===== config.mk =====
export PLATFORM = sky130hd
export DESIGN_NAME = carrier_interval_timer
export DESIGN_NICKNAME = d
export VERILOG_FILES = /design/src/rtl/carrier_interval_timer.sv
export SDC_FILE = /design/constraint.sdc
export NUM_CORES = 1
export LEC_CHECK = 0
export ABC_AREA = 1
export ABC_CLOCK_PERIOD_IN_PS = 1350
export BUFFER_PORTS_ARGS = -buffer_cell sky130_fd_sc_hd__buf_2
export CAP_MARGIN = 30
export CORE_MARGIN = 1
export CORE_UTILIZATION = 39
export DETAILED_ROUTE_END_ITERATION = 8
export PLACE_DENSITY = 0.61
export SYNTH_ARGS = -nofsm -noshare
export SYNTH_HDL_FRONTEND = slang
export SYNTH_SLANG_ARGS = --single-unit
export TNS_END_PERCENT = 5

===== constraint.sdc =====
create_clock -name clk -period 1.35 [get_ports clk]
set_input_delay 0 -clock clk [delete_from_list [all_inputs] [get_ports clk]]
set_output_delay 0 -clock clk [all_outputs]
set_load 0.05 [all_outputs]

===== src/rtl/carrier_interval_timer.sv =====
module carrier_interval_timer #(
  parameter int SEL_W  = 4,
  parameter int ADDR_W = 2,
  parameter int DATA_W = 4
) (
  input  logic              clk,
  input  logic              rst_n,
  input  logic              carrier_in,
  input  logic              ena_a,
  input  logic              ena_b,
  input  logic              bus_wr,
  input  logic              bus_rd,
  input  logic [ADDR_W-1:0] bus_addr,
  input  logic [DATA_W-1:0] bus_wdata,
  output logic [DATA_W-1:0] bus_rdata,
  output logic              irq_o
);

  localparam logic [ADDR_W-1:0] A_SEL = ADDR_W'(0);
  localparam logic [ADDR_W-1:0] A_MSK = ADDR_W'(1);
  localparam logic [ADDR_W-1:0] A_FLG = ADDR_W'(2);
  localparam logic [SEL_W-1:0]  SEL_IDLE = '1;

  typedef enum logic [1:0] {S_IDLE, S_ARMED, S_COUNT} st_t;

  st_t              st_q;
  logic [SEL_W-1:0] sel_q, cnt_q;
  logic             car_s, car_d, mask_q, flag_q;

  wire en      = ena_a | ena_b;
  wire fall    = car_d & ~car_s;
  wire sel_wr  = bus_wr & (bus_addr == A_SEL);
  wire msk_wr  = bus_wr & (bus_addr == A_MSK);
  wire flg_rd  = bus_rd & (bus_addr == A_FLG);
  wire done    = en & ~sel_wr & fall & (st_q == S_COUNT) & (cnt_q == sel_q);

  always_ff @(posedge clk or negedge rst_n) begin
    if (!rst_n) begin
      car_s  <= 1'b0;
      car_d  <= 1'b0;
      sel_q  <= SEL_IDLE;
      cnt_q  <= '0;
      st_q   <= S_IDLE;
      mask_q <= 1'b0;
      flag_q <= 1'b0;
    end else begin
      car_s <= carrier_in;
      car_d <= car_s;
      if (!en) begin
        sel_q <= SEL_IDLE;
        cnt_q <= '0;
        st_q  <= S_IDLE;
      end else if (sel_wr) begin
        sel_q <= bus_wdata[SEL_W-1:0];
        cnt_q <= '0;
        st_q  <= S_ARMED;
      end else if (fall) begin
        case (st_q)
          S_ARMED: begin
            st_q  <= S_COUNT;
            cnt_q <= '0;
          end
          S_COUNT: begin
            if (cnt_q == sel_q) st_q <= S_IDLE;
            else cnt_q <= cnt_q + 1'b1;
          end
          default: st_q <= S_IDLE;
        endcase
      end
      if (msk_wr) mask_q <= bus_wdata[0];
      flag_q <= done | (flag_q & ~flg_rd);
    end
  end

  always_comb begin
    bus_rdata = '0;
    case (bus_addr)
      A_SEL:   bus_rdata[SEL_W-1:0] = sel_q;
      A_MSK:   bus_rdata[0] = mask_q;
      A_FLG:   bus_rdata[0] = flag_q;
      default: bus_rdata = '0;
    endcase
  end

  assign irq_o = flag_q & mask_q;

  assert_sel_forced_R5: assert property (@(posedge clk) disable iff (!rst_n)
    !(ena_a | ena_b) |=> (sel_q == SEL_IDLE) && (st_q == S_IDLE));

  assert_set_wins_R9: assert property (@(posedge clk) disable iff (!rst_n)
    done |=> flag_q);

  assert_flag_read_clears_R7: assert property (@(posedge clk) disable iff (!rst_n)
    (flg_rd && !done) |=> !flag_q);

  assert_flag_sticky_R7: assert property (@(posedge clk) disable iff (!rst_n)
    (flag_q && !flg_rd) |=> flag_q);

  assert_count_bound_R1: assert property (@(posedge clk) disable iff (!rst_n)
    (st_q == S_COUNT) |-> (cnt_q <= sel_q));

  assert_irq_needs_mask_R4: assert property (@(posedge clk) disable iff (!rst_n)
    $rose(irq_o) |-> (mask_q && flag_q));

endmodule


==> results_dict.tcl, run 1 <==
set metrics [dict create \
    outcome "completed" \
    synthSimpleGateAreaFrac_pct 39.2 \
    die_x_um 49.1 \
    yosysMostFrequentCell "nand2_1" \
    critical_path.cell_chain "inv_2 > o211ai_1 > buf_2" \
    ant_nets 0 \
    reg2reg_to "st_q[1]" \
    fin_crit_sh_pct 98.0 \
    async_flop_share_pct 100 \
    io_buffer_count 17 \
    synthAdderAreaFrac_pct 4.34 \
    syn-num-nets 134 \
    dp_cells 163 \
    grt_remaining_overflow 0 \
    final-setup-viol-count 0 \
    die_h_um 49.1 \
    yosys_warnings 0 \
    root_buffer "clkbuf_4" \
    netlist.area_leader.share_pct 28.9 \
    synthXorXnorAreaFrac_pct 0 \
    hold_viol_final 0 \
    crit_slowest_cell "dfstp_2" \
    cts_sinks 14 \
    end_kind "output port" \
    worstMarginPinSlew_ns 0.332 \
    drive_above_1_share_pct 33.1 \
    crit_family "flip-flops" \
    areaGrowthSynthToFinish_pct 28.6 \
    crit_arrival_ns 1.32 \
    ys_seq_area_share_pct 41.0 \
    die-area_mm2 0.00241 \
    place_hpwl_um 1420 \
    r2r_start "sel_q[0]" \
    worstPathRequired_ns 1.35 \
    synth_top_family_by_area "simple AND/OR/NAND/NOR gates" \
    drt_iter0_drc 17 \
    row_count 16 \
    rrSetupSlack_ns 0.06 \
    synth_compound_area_share_pct 4.62 \
    synth_common_cells "35 x nand2_1, 24 x inv_1, 10 x dfrtp_1, 10 x nor2_1, 7 x nand3_1" \
    antenna_found_initial 0 \
    finalMaxSlewViolations 0 \
    ys.flop_type "dfrtp_1" \
    drt-pass1-iter-count 4 \
    cap_violations 0 \
    max_stage_delay_ns 0.55 \
    crit_path_end "bus_rdata[0]" \
    fin_crit_ns 1.32 \
    ir_worst_vdd_uv 673 \
    max_slew_margin_pct 77.9 \
    clkTransAtPathRegs_ns 0.09 \
    via_per_inst 4.63 \
    post_layout_nonfiller_instances 175 \
    hold_class "input pin to flop" \
    ys_seq_elements 14 \
    powerDensity_mw_per_mm2 875 \
    setup.worst_path.class "flop to output port" \
    crit_start "sel_q[0]" \
    clock_path_buffers 2 \
    yosysUniqueCellTypes 21 \
    diodes 0 \
    final_nets 165 \
    cp_max_fo 3 \
    routedWlPerCell_um 10.5 \
    setup_tns_ns 0 \
    fmax_mhz 756 \
    htree_levels 1 \
    routed_wl_um 1840 \
    synth_top_area_cell "dfrtp_1" \
    grt_pass1_wl_um 3260 \
    place.gp.congestion 0.794 \
    drcViolationCount 0 \
    first_global_vias 796 \
    placeableCoreArea_mm2 0.00202 \
    dr_total_vias 810 \
    p_leak_uw 0.000625 \
    syn_area_um2 866 \
    clock_latency_ns 0.28 \
    initial_core_util_pct 42.8 \
    grt_max_degree 15 \
    synthTopCellsByArea "dfrtp_1 29%, nand2_1 15%, dfstp_2 12%, inv_1 10%, ha_1 4.3%" \
    power_uw 974 \
    cts_tree "built" \
    synth.area.mux_share_pct 0 \
    rsz0062_at_grt "yes" \
    synth.avg_cell_area_um2 7.34 \
    boundaryPins 18 \
    crit_cells 3 \
    postSynthCellCount 118 \
    cts_buffers 3 \
    startpoint_type "flop" \
    fin_worst_skew_ns 0.0124 \
    critPathBufInv 2 \
    grtUsageTotal_pct 17.5 \
    rr_worst_depth 9 \
    synth-edff-count 0 \
]
layout by cell type (no fill, tap or decap), drive strengths merged:
cell type    instances
nand2               42
inv                 25
buf                 20
nor2                14
dfrtp               10
nand3                8
dlygate4sd3          6
nand4                4
dfstp                4
clkbuf               4
a21oi                3
ha                   3
o21ai                2
o211ai               1
a22oi                1
nand3b               1
metal layers:
| metal | track usage (%) | part of all wire, % | up-vias |
|---|---|---|---|
| met3 | 3.43 | 4.8 | 2 |
| li1 | - | - | 425 |
| met5 | 0 | 0 | - |
| met2 | 28.5 | 46 | 20 |
| met1 | 21.6 | 49 | 363 |
| met4 | 9.31 | 0.71 | 0 |
cell families (layout without fill, tap and decap cells):
kind of cell / after synthesis / count (layout)
AND/OR/NAND/NOR: 69 / 69
buffers and inverters: 25 / 55
flip-flops: 14 / 14
AO/OA/AOI/OAI: 7 / 7
adder cells (fa/ha/maj): 3 / 3
worst register-to-register path, cell delays in order, from the launching register on:
cell	delay (ns)
dfstp_2	0.55
inv_2	0.04
nand2_1	0.05
nand2_1	0.05
nor2_2	0.15
nand2_2	0.10
nand2_2	0.09
nand2_2	0.05
nand2_1	0.05
nand2_1	0.05
sequential cells by signal, summed over array words and instances, names as in the netlist:
signal / cells
car_d: 1
car_s: 1
cnt_q: 4
flag_q: 1
mask_q: 1
sel_q: 4
st_q: 2
worst min-delay path by stage:
stage                     depth (start not counted)  slack [ns]       end  startpoint
after floorplan                                   0       -0.30     car_d       rst_n
after global placement                            1       -0.08  cnt_q[2]       rst_n
after detailed placement                          1       -0.08    mask_q       rst_n
after CTS                                         4        0.02    flag_q      bus_rd
after global routing                              4        0.04    flag_q      bus_rd
final                                             4        0.04    flag_q      bus_rd
stage by stage:
stage	setup slack [ns]	area [µm²]	util (%)	hold WS, ns
6_report	0.0276	1110	55.1	0.0358
5_1_grt	-0.0415	1110	55.1	0.0408
4_1_cts	0.0146	1090	53.8	0.0193
3_5_place_dp	0.0623	992	49.1	-0.0823
3_3_place_gp	0.0979	992	49.1	-0.0825
2_1_floorplan	0.00781	866	-	-0.296
report_power, final:
| part | leakage [µW] | switching, µW | internal [µW] |
|---|---|---|---|
| registers | 0.000171 | 16.7 | 450 |
| logic | 0.000433 | 136 | 75.4 |
| clock network | 0.0000210 | 132 | 164 |
| total | 0.000625 | 284 | 690 |
final cells by class:
type | count | area, µm²
clock buffer | 4 | 36.3
fill | 206 | 908
inverter | 25 | 93.8
multi-input combinational | 79 | 424
sequential | 14 | 358
tap | 27 | 33.8
timing repair buffer | 26 | 168
timing repair:
action	4_1_cts	5_1_grt
setup endpoints to repair	0	7
gates resized for setup	0	8
buffers inserted	0	2
hold buffers	6	0
hold endpoints to repair	20	0
(Power assumes the default switching activity.)
==> run 2, diff against run 1 <==
- ABC_AREA: 1 -> 0
- PLACE_DENSITY: 0.61 -> 0.62
==> results_dict.tcl, run 2 <==
set metrics [dict create \
    syn-num-nets 97 \
    place_area_mm2 0.00103 \
    clockPowerShare_pct 30.6 \
    crit_arrival_ns 2.14 \
    drcViolationCount 0 \
    cts_buffers 3 \
    grt_max_degree 15 \
    grt_pass1_wl_um 2870 \
    crit_slowest_cell "or4_1" \
    dr_total_vias 758 \
    routed_wl_um 1880 \
    p_sw_uw 275 \
    drt_iter0_drc 22 \
    io_buffer_count 17 \
    antenna_found_initial 0 \
    setup.worst_path.class "flop to flop" \
    finalMaxSlewViolations 0 \
    synthTopCellsByArea "dfrtp_1 31%, dfstp_2 13%, ha_1 4.7%, o22a_1 4.4%, xnor2_1 4.4%" \
    final_cell_mix "20 x buf_4, 16 x buf_2, 10 x dfrtp_1" \
    die_h_um 47.1 \
    drive_above_1_share_pct 43.2 \
    via_per_inst 5.05 \
    async_flop_share_pct 100 \
    grtUsageTotal_pct 19.2 \
    boundaryPins 18 \
    ys_seq_elements 14 \
    netlist.area_leader.share_pct 31.5 \
    powerDensity_mw_per_mm2 850 \
    max_slew_margin_pct 72.0 \
    ant_nets 0 \
    max_stage_delay_ns 0.41 \
    yosysMostFrequentCell "dfrtp_1" \
    cts_sinks 14 \
    synth-edff-count 0 \
    synth.avg_cell_area_um2 9.81 \
    drt-pass1-iter-count 4 \
    placeableCoreArea_mm2 0.00182 \
    p_sw_share_pct 27.4 \
    diodes 0 \
    areaGrowthSynthToFinish_pct 48.8 \
    clock_latency_ns 0.28 \
    place_hpwl_um 1400 \
    fin_worst_skew_ns 0.00119 \
    outcome "complete, but fails checks" \
    postSynthCellCount 81 \
    grt_remaining_overflow 0 \
    layout_commonest_cell "buf_4" \
    cap_violations 0 \
    fin_area_mm2 0.00118 \
    cp_max_fo 2 \
    pwr-share-seq_pct 46.3 \
    row_count 15 \
    cts_tree "built" \
    htree_levels 1 \
    synth_common_cells "10 x dfrtp_1, 5 x nand2_1, 5 x nand3_1, 5 x nor2_1" \
    timing.final.ws_setup_ns -0.582 \
    critPathBufInv 1 \
    fin_crit_sh_pct 143 \
    ir_worst_vdd_uv 635 \
    crit_family "simple AND/OR/NAND/NOR gates" \
    end_kind "flop" \
    synth_top_area_cell "dfrtp_1" \
    ys_seq_area_share_pct 44.7 \
    p_leak_uw 0.000530 \
    hold_class "input pin to flop" \
    final_nets 142 \
    rsz0062_at_grt "yes" \
    fmax_mhz 517 \
    routedWlPerCell_um 12.5 \
    die_x_um 47.1 \
    die-area_mm2 0.00222 \
    place.gp.congestion 0.838 \
    worstPathRequired_ns 1.56 \
    failed_checks "negative setup slack" \
    worstMarginPinSlew_ns 0.420 \
    p_int_uw 730 \
    first_global_vias 670 \
    ys.flop_type "dfrtp_1" \
    clkTransAtPathRegs_ns 0.09 \
    final-setup-viol-count 5 \
    share_comb_of_total_power_pct 23.1 \
    initial_core_util_pct 43.6 \
    yosys_warnings 0 \
    holdWs_ns 0.0761 \
    fin_crit_ns 1.93 \
    root_buffer "clkbuf_4" \
    clock_path_buffers 2 \
    yosysUniqueCellTypes 34 \
    critical_path.cell_chain "inv_2 > ha_4 > or3b_4 > or2_1 > or4_1 > a31oi_1" \
    startpoint_type "flop" \
    hold_viol_final 0 \
    syn_area_um2 795 \
    reg_top3 "cnt_q x4, sel_q x4, st_q x2" \
]
-- run 2: routing by layer --
layer  up-vias  global-route usage, %  wire length, µm
met4         0                   6.86               14
met2        15                   34.4              968
li1        379                      -                -
met5         -                      0                0
met1       362                   23.6              847
met3         2                   2.31               50
-- run 2: cells by family (layout without fill, tap and decap cells) --
group                      after synthesis  after routing  synth area share, %
adders and majority gates                3              3                 4.72
DFF                                     14             14                 44.7
muxes                                    2              2                 2.68
buffers and inverters                    8             52                 3.94
and+or+nand+nor                         35             35                 25.8
xor gates and xnor gates                 4              4                 4.41
AOI/OAI and AO/OA                       15             15                 13.7
-- run 2: tightest hold or removal path, delay by kind of cell --
| kind | cells | cell delay, ns |
|---|---|---|
| buffers and inverters | 1 | 0.10 |
| multiplexers | 1 | 0.14 |
| AND/OR/NAND/NOR | 1 | 0.08 |
-- run 2: layout make-up --
| cell class | instances | area (µm²) |
|---|---|---|
| Clock buffer | 4 | 36.3 |
| Fill cell | 156 | 638 |
| Inverter | 4 | 15.0 |
| Multi-Input combinational cell | 59 | 433 |
| Sequential cell | 14 | 355 |
| Tap cell | 25 | 31.3 |
| Timing Repair Buffer | 44 | 312 |
-- run 2: final timing paths --
kind,startpoint,endpoint,slack [ns],depth (start not counted)
setup / recovery,st_q[0],cnt_q[2],-0.58,6
setup reg to reg,st_q[0],cnt_q[2],-0.58,6
hold / removal,bus_wr,mask_q,0.08,3
min in group asynchronous,rst_n,mask_q,0.13,2
max in group asynchronous,rst_n,sel_q[2],0.93,2
hold reg to reg,car_s,car_d,0.50,1
-- run 2: power by group through the flow --
stage / registers [µW] / logic [µW] / clock network [µW]
floorplan: 470 / 106 / 0
global placement: 472 / 192 / 0
detailed placement: 473 / 196 / 0
CTS: 466 / 227 / 315
global route: 468 / 254 / 331
finish: 465 / 232 / 308
-- run 2: timing repair --
action,4_1_cts,5_1_grt
resized for setup,8,2
hold buffers,7,0
hold endpoints to repair,21,0
setup buffers,2,0
pin swaps,3,0
endpoints found under the setup margin,8,8
-- run 2: stage by stage --
stage               power, µW  TNS, ns  setup slack [ns]  util (%)  std cells
floorplan                 576    -2.37            -0.568         -         81
global placement          664    -2.18            -0.590      56.6        137
detailed placement        669    -2.44            -0.684      56.6        137
CTS                      1010    -2.35            -0.580      64.3        150
global route             1050    -2.81            -0.654      64.9        150
finish                   1010    -2.34            -0.582      64.9        150
==> run 3, diff against run 2 <==
- RECOVER_POWER: not set -> 100
- REMOVE_ABC_BUFFERS: not set -> 1
==> results_dict.tcl, run 3 (synthesis results as in run 2) <==
set metrics [dict create \
    outcome "complete, but fails checks" \
    failed_checks "negative setup slack" \
    ir_worst_vdd_uv 604 \
    max_slew_margin_pct 48.2 \
    hold_start "bus_rd" \
    rrSetupSlack_ns -0.58 \
    end_kind "flop" \
    timing.final.ws_setup_ns -0.578 \
    finalMaxSlewViolations 0 \
    ant_nets 0 \
    first_global_vias 738 \
    drive_above_1_share_pct 44.8 \
    grt_remaining_overflow 0 \
    fin_crit_ns 1.93 \
    grtUsageTotal_pct 20.1 \
    clkTransAtPathRegs_ns 0.09 \
    die_x_um 47.1 \
    met1Wirelength_um 819 \
    final-setup-viol-count 8 \
    p_leak_uw 0.000554 \
    cts_sinks 14 \
    fin_crit_sh_pct 143 \
    cts_tree "built" \
    highest_layer "met4" \
    layout_commonest_cell "buf_4" \
    hold_class "input pin to flop" \
    place.gp.congestion 0.781 \
    crit_arrival_ns 2.12 \
    antenna_found_initial 0 \
    power_uw 998 \
    clock_path_buffers 2 \
    rsz0062_at_grt "yes" \
    dr_total_vias 771 \
    num-fill-cells 154 \
    rr_worst_depth 6 \
    met3WireLength_um 30 \
    cp_max_fo 2 \
    cap_violations 0 \
    via_per_inst 5.14 \
    r2r_start "st_q[0]" \
    place_hpwl_um 1450 \
    wl_met2_um 1020 \
    hold_end "flag_q" \
    boundaryPins 18 \
    row_count 15 \
    io_buffer_count 17 \
    clock_latency_ns 0.28 \
    setup_tns_ns -2.37 \
    fmax_mhz 519 \
    routed_wl_um 1900 \
    worstMarginPinSlew_ns 0.776 \
    fin_worst_skew_ns 0.00609 \
    areaGrowthSynthToFinish_pct 52.1 \
    cts_buffers 3 \
    reg_top3 "cnt_q x4, sel_q x4, st_q x2" \
    drcViolationCount 0 \
    reg2reg_to "cnt_q[3]" \
    drt_iter0_drc 13 \
    diodes 0 \
    setup.worst_path.class "flop to flop" \
    worstPathRequired_ns 1.55 \
    htree_levels 1 \
    die-area_mm2 0.00222 \
    fin_util_pct 66.4 \
    final_nets 142 \
    placeableCoreArea_mm2 0.00182 \
    grt_max_degree 15 \
    routedWlPerCell_um 12.7 \
    final_cell_mix "20 x buf_4, 12 x buf_2, 10 x dfrtp_1" \
    initial_core_util_pct 43.6 \
    powerDensity_mw_per_mm2 825 \
    drt-pass1-iter-count 4 \
    grt_pass1_wl_um 2990 \
    hold_viol_final 0 \
    startpoint_type "flop" \
    hold_depth 3 \
    root_buffer "clkbuf_4" \
    dp_slack_ns -0.626 \
    die_h_um 47.1 \
]
## run 3: cell count changes in the layout (fill, tap and decap cells not counted), sizes merged
cell,before,now
clkbuf,4,9
buf,37,33
dlygate4sd3,7,6
## run 3: what timing repair did
item / 4_1_cts / 5_1_grt
pin swaps: 6 / 1
hold buffers: 6 / 0
buffers inserted: 1 / 0
endpoints found under the setup margin: 8 / 8
hold endpoints to repair: 20 / 0
gates resized for setup: 9 / 5
## run 3: final cells by class
cell class | count | area (µm²) | share of cell area [%]
inverter | 4 | 15.0 | 1.24
tap | 25 | 31.3 | 2.59
timing repair buffer | 44 | 307 | 25.4
clock buffer | 4 | 36.3 | 3.00
multi-input combinational | 59 | 464 | 38.4
sequential | 14 | 355 | 29.4
## run 3: how the worst max path moves through the flow
stage	start	end	slack, ns
after floorplan	st_q[0]	cnt_q[3]	-0.62
after global placement	st_q[0]	cnt_q[3]	-0.58
after detailed placement	st_q[0]	cnt_q[3]	-0.63
after CTS	st_q[0]	cnt_q[3]	-0.58
after global routing	st_q[0]	cnt_q[3]	-0.66
final	st_q[0]	cnt_q[3]	-0.58
## run 3: metal layers
layer,global-route usage [%],vias to the layer above
met4,10.3,0
met3,2.31,4
met5,0,-
li1,-,382
met2,37.8,15
met1,22.1,370
## run 3: critical path, stage by stage, from the launching register on
cell and delay, ns:
dfrtp_1 0.39, inv_2 0.09, ha_4 0.20, or3b_4 0.36
or2_0 0.21, or4_1 0.46, a31oi_1 0.14
## run 3: where the power goes
group / total [µW] / internal (µW) / switching [µW]
clock network: 297 / 164 / 133
logic: 233 / 117 / 116
registers: 468 / 449 / 19.3
total: 998 / 730 / 268
## run 3: through the flow
stage / hold WS [ns] / instance area (µm²) / std cells
after floorplan: -0.296 / 778 / 77
after global placement: -0.0917 / 1040 / 139
after detailed placement: -0.0893 / 1040 / 139
after CTS: 0.0168 / 1190 / 150
after global routing: 0.0263 / 1210 / 150
final: 0.0260 / 1210 / 150
